`src/rtl/pmul_pkg.sv`:
```
package pmul_pkg;
  typedef enum logic [2:0] {
    OP_LANE  = 3'd0,
    OP_BC_LO = 3'd1,
    OP_BC_HI = 3'd2,
    OP_SUP   = 3'd3,
    OP_ULO   = 3'd4,
    OP_WSUP  = 3'd5,
    OP_WULO  = 3'd6,
    OP_BAD   = 3'd7
  } pmul_op_e;

  function automatic logic op_is_wide(input logic [2:0] op);
    return (op == OP_WSUP) || (op == OP_WULO);
  endfunction

  function automatic logic op_is_bad(input logic [2:0] op);
    return op == OP_BAD;
  endfunction
endpackage

```
`src/rtl/pmul_opsel.sv`:
```
module pmul_opsel
  import pmul_pkg::*;
#(
  parameter int LANES  = 4,
  parameter int BYTE_W = 8,
  parameter int WORD_W = 16,
  localparam int DATA_W = LANES * WORD_W
) (
  input  logic [2:0]                    op_i,
  input  logic [DATA_W-1:0]             src1_i,
  input  logic [DATA_W-1:0]             src2_i,
  output logic [LANES-1:0][BYTE_W:0]    mcand_o,
  output logic [LANES-1:0][WORD_W-1:0]  mplier_o
);
  logic [WORD_W-1:0] w0, w1;
  assign w0 = src2_i[0 +: WORD_W];
  assign w1 = src2_i[WORD_W +: WORD_W];

  for (genvar r = 0; r < LANES; r++) begin : g_lane
    logic [BYTE_W-1:0] pix, hi, lo;
    logic [WORD_W-1:0] own;
    assign pix = src1_i[r*BYTE_W +: BYTE_W];
    assign hi  = src1_i[r*WORD_W+BYTE_W +: BYTE_W];
    assign lo  = src1_i[r*WORD_W +: BYTE_W];
    assign own = src2_i[r*WORD_W +: WORD_W];

    always_comb begin
      mcand_o[r]  = '0;
      mplier_o[r] = '0;
      unique case (pmul_op_e'(op_i))
        OP_LANE:          begin mcand_o[r] = {1'b0, pix};          mplier_o[r] = own; end
        OP_BC_LO:         begin mcand_o[r] = {1'b0, pix};          mplier_o[r] = w0;  end
        OP_BC_HI:         begin mcand_o[r] = {1'b0, pix};          mplier_o[r] = w1;  end
        OP_SUP, OP_WSUP:  begin mcand_o[r] = {hi[BYTE_W-1], hi};   mplier_o[r] = own; end
        OP_ULO, OP_WULO:  begin mcand_o[r] = {1'b0, lo};           mplier_o[r] = own; end
        default:          ;
      endcase
    end
  end
endmodule

```
`src/rtl/pmul_lane.sv`:
```
module pmul_lane #(
  parameter int BYTE_W = 8,
  parameter int WORD_W = 16,
  localparam int RAW_W  = BYTE_W + 1 + WORD_W,
  localparam int PROD_W = 2 * WORD_W
) (
  input  logic [BYTE_W:0]   mcand_i,
  input  logic [WORD_W-1:0] mplier_i,
  output logic [PROD_W-1:0] prod_o
);
  logic signed [RAW_W-1:0]  raw;
  logic        [PROD_W-1:0] ext;

  assign raw = $signed(mcand_i) * $signed(mplier_i);
  assign ext = {{(PROD_W-RAW_W){raw[RAW_W-1]}}, raw};
  // round half-up on the discarded low byte, applied before any slicing
  assign prod_o = ext + (ext[BYTE_W-1] ? PROD_W'(1) << BYTE_W : '0);
endmodule

```
`src/rtl/pmul_pack.sv`:
```
module pmul_pack #(
  parameter int LANES  = 4,
  parameter int BYTE_W = 8,
  parameter int WORD_W = 16,
  localparam int PROD_W = 2 * WORD_W,
  localparam int DATA_W = LANES * WORD_W
) (
  input  logic                          wide_i,
  input  logic                          bad_i,
  input  logic [LANES-1:0][PROD_W-1:0]  prod_i,
  output logic [DATA_W-1:0]             result_o
);
  always_comb begin
    result_o = '0;
    for (int r = 0; r < LANES; r++) begin
      logic [PROD_W-1:0] part;
      part = wide_i ? prod_i[r]
                    : {{(PROD_W-WORD_W){1'b0}}, prod_i[r][BYTE_W +: WORD_W]};
      // wide lanes past the word boundary shift out of range and vanish
      result_o = result_o
               | (DATA_W'(part) << (r * (wide_i ? PROD_W : WORD_W)));
    end
    if (bad_i) result_o = '0;
  end
endmodule

```
`src/rtl/pmul_unit.sv`:
```
module pmul_unit
  import pmul_pkg::*;
#(
  parameter int LANES  = 4,
  parameter int BYTE_W = 8,
  parameter int WORD_W = 16,
  localparam int PROD_W = 2 * WORD_W,
  localparam int DATA_W = LANES * WORD_W
) (
  input  logic              clk_i,
  input  logic              rst_ni,
  input  logic              valid_i,
  input  logic [2:0]        op_i,
  input  logic [DATA_W-1:0] src1_i,
  input  logic [DATA_W-1:0] src2_i,
  output logic              valid_o,
  output logic [DATA_W-1:0] result_o,
  output logic              illegal_o
);
  logic [LANES-1:0][BYTE_W:0]   mcand;
  logic [LANES-1:0][WORD_W-1:0] mplier;
  logic [LANES-1:0][PROD_W-1:0] prod;
  logic [DATA_W-1:0]            res_d;
  logic                         bad;

  assign bad = op_is_bad(op_i);

  pmul_opsel #(.LANES(LANES), .BYTE_W(BYTE_W), .WORD_W(WORD_W)) u_opsel (
    .op_i     (op_i),
    .src1_i   (src1_i),
    .src2_i   (src2_i),
    .mcand_o  (mcand),
    .mplier_o (mplier)
  );

  for (genvar r = 0; r < LANES; r++) begin : g_mul
    pmul_lane #(.BYTE_W(BYTE_W), .WORD_W(WORD_W)) u_lane (
      .mcand_i  (mcand[r]),
      .mplier_i (mplier[r]),
      .prod_o   (prod[r])
    );
  end

  pmul_pack #(.LANES(LANES), .BYTE_W(BYTE_W), .WORD_W(WORD_W)) u_pack (
    .wide_i   (op_is_wide(op_i)),
    .bad_i    (bad),
    .prod_i   (prod),
    .result_o (res_d)
  );

  always_ff @(posedge clk_i or negedge rst_ni) begin
    if (!rst_ni) begin
      valid_o   <= 1'b0;
      illegal_o <= 1'b0;
      result_o  <= '0;
    end else begin
      valid_o   <= valid_i;
      illegal_o <= valid_i && bad;
      if (valid_i) result_o <= res_d;
    end
  end
endmodule

```
`config.mk`:
```
export PLATFORM = sky130hd
export DESIGN_NAME = pmul_unit
export DESIGN_NICKNAME = d
export VERILOG_FILES = /design/src/rtl/pmul_pkg.sv /design/src/rtl/pmul_opsel.sv /design/src/rtl/pmul_lane.sv /design/src/rtl/pmul_pack.sv /design/src/rtl/pmul_unit.sv
export SDC_FILE = /design/constraint.sdc
export NUM_CORES = 2
export LEC_CHECK = 0
export BUFFER_PORTS_ARGS = -buffer_cell sky130_fd_sc_hd__buf_4
export CORE_ASPECT_RATIO = 0.7
export CORE_MARGIN = 2
export CORE_UTILIZATION = 50
export DETAILED_ROUTE_END_ITERATION = 16
export MAX_ROUTING_LAYER = met4
export PLACE_DENSITY = 0.7
export SYNTH_ARGS = -nofsm -noshare
export SYNTH_HDL_FRONTEND = slang
export SYNTH_HIERARCHICAL = 1
export SYNTH_SLANG_ARGS = --single-unit
```
`constraint.sdc`:
```
create_clock -name clk_i -period 0.81 [get_ports clk_i]
set_clock_uncertainty 0.15 [all_clocks]
set_input_delay 0.162 -clock clk_i [delete_from_list [all_inputs] [get_ports clk_i]]
set_output_delay 0.162 -clock clk_i [all_outputs]
set_load 0.05 [all_outputs]
```
==> impl_metrics.ini <==
[outcome]
outcome = finished with violations
failed_checks = hold timing, setup timing

[worst_setup_path]
cp-end-kind = flip-flop
arrival_ns = 6.81
path_max_fanout = 8
crit_start = op_i[0]
crit_type = input pin to flip-flop
r2r_start = result_o[63]
critPathLaunchType = input pin
required_ns = 0.90

[grt]
grt_use_met2_pct = 51.9
grt_remaining_overflow = 0
grt.total_usage_pct = 34.8
use_met1_pct = 49.3
first_global_vias = 27600
busiest_layer = met2
antenna_found_initial = 6
grt_pass1_wl_um = 153000
use_met3_pct = 6.26
grt_max_degree = 50

[sta]
hold-worst-slack_ns = -0.487
fin_crit_sh_pct = 829
setup_tns_ns = -384.71
worst_pin_slew_ns = 0.589
maxSlewHeadroom_pct = 60.7
slew_violations = 0
layout_setup_ws_ns = -5.91
setup_viol = 132
hold_viol_final = 66
fin_crit_ns = 6.72
rsz0062_at_grt = yes
fmax_mhz = 149

[clock_network]
clk_pin_slew_ns = 0.06
cts_root_buf = clkbuf_16
cts.sinks = 66
cts_max_level = 3
clk_latency_ns = 0.36
hold_buffers = 1
cts_tree = yes
cts_buffer_depth = 2
numCtsBuffers = 9

[drt]
wire_per_inst_um = 20.9
drtAntennaViolNets = 0
totalWireLength_um = 101000
vias_per_cell = 5.54
route.detailed.drc = 0
num_vias = 26700
drtPass1Iterations = 5
initialDrtViolationCount = 2351

[finish]
nFillCells = 3913
final-seq-area_um2 = 1660
final_util_pct = 73.6
nNetsFinal = 4890
multi_input_area_um2 = 26900
area_growth_pct = 45.3
drive_gt1_share_pct = 39.9
fin_area_um2 = 40700

[floorplan]
fp.dieW_um = 287
initial_core_util_pct = 50.7
core-area_um2 = 55300
dieArea_um2 = 58000
num_io_pins = 200
die_h_um = 202
rows = 72

[logic_synthesis]
yosys_warnings = 6
synthesis.nets = 4003
syn-cell-area_um2 = 28000
syn_inst = 3177
syn_area_per_cell_um2 = 8.82

[placed_design]
postPlaceCellArea_um2 = 36200
port_buffers = 199
gp_congestion = 1.01
place_hpwl_um = 80800

[run]
maxCapViolCount = 0

[hold_path]
min_path_type = input pin to async pin
[flip-flops by register name, summed over array words and instances (netlist names)]
name       cells
valid_o        1
illegal_o      1
result_o      64
[metrics by stage]
step	setup WS, ns	instances
finish	-5.91	4816
global route	-6.02	4815
CTS	-5.70	4726
detailed placement	-6.43	4657
global placement	-6.31	4657
floorplan	-5.56	3177
[worst paths after layout]
path	endpoint	slack, ns	depth (start not counted)
max in group asynchronous	result_o[63]	0.56	2
min	result_o[32]	-0.49	1
min reg2reg	result_o[51]	0.39	1
max reg2reg	result_o[63]	-0.23	1
min in group clk_i	result_o[29]	0.04	2
max	result_o[47]	-5.91	28
[cell type report]
cell class / instances / share of cell area [%]
Antenna cell: 7 / 0.0430
Clock buffer: 11 / 0.596
Clock inverter: 5 / 0.0922
Inverter: 450 / 4.17
Multi-Input combinational cell: 2501 / 66.1
Sequential cell: 66 / 4.08
Tap cell: 740 / 2.27
Timing Repair Buffer: 1036 / 22.6
[layer usage]
metal	up-vias	part of all wire, %
met3	197	9.1
met1	13300	44
met4	0	2.7
met2	1209	44
li1	12000	-
met5	-	0
[repair_timing]
action	4_1_cts	5_1_grt
hold endpoints to repair	67	66
resized for setup	241	314
gates cloned	4	9
pin swaps	80	175
setup endpoints to repair	131	131
setup buffers	49	84
[worst max-delay path, stage by stage]
cell and delay, ns:
buf_12 0.13, clkbuf_16 0.16, clkbuf_16 0.17, o32ai_4 0.29, buf_6 0.17, nor3_4 0.06
buf_4 0.14, and2_4 0.15, fa_1 0.55, inv_2 0.04, fa_1 0.56, fa_1 0.46
fa_1 0.53, inv_2 0.04, fa_2 0.47, ha_4 0.34, nand4_1 0.29, buf_4 0.25
a21o_1 0.20, a211o_2 0.34, a21oi_1 0.18, xnor2_1 0.16, nor3_4 0.20, nand3_1 0.10
xnor2_1 0.16, mux2i_1 0.18, nor2_1 0.06, mux2_4 0.26
[layout by cell type (no fill, tap or decap), types with 54 or more instances in the layout]
cell	instances
a21oi_1	77
and2_1	239
buf_12	54
buf_4	837
buf_6	123
dfrtp_1	57
fa_1	451
ha_1	162
inv_1	430
mux2_4	56
mux2i_1	63
nand2_1	366
nor2_1	182
Power is not shown: default switching activity piles up to over one toggle a cycle in this logic, so the estimate is an artifact.
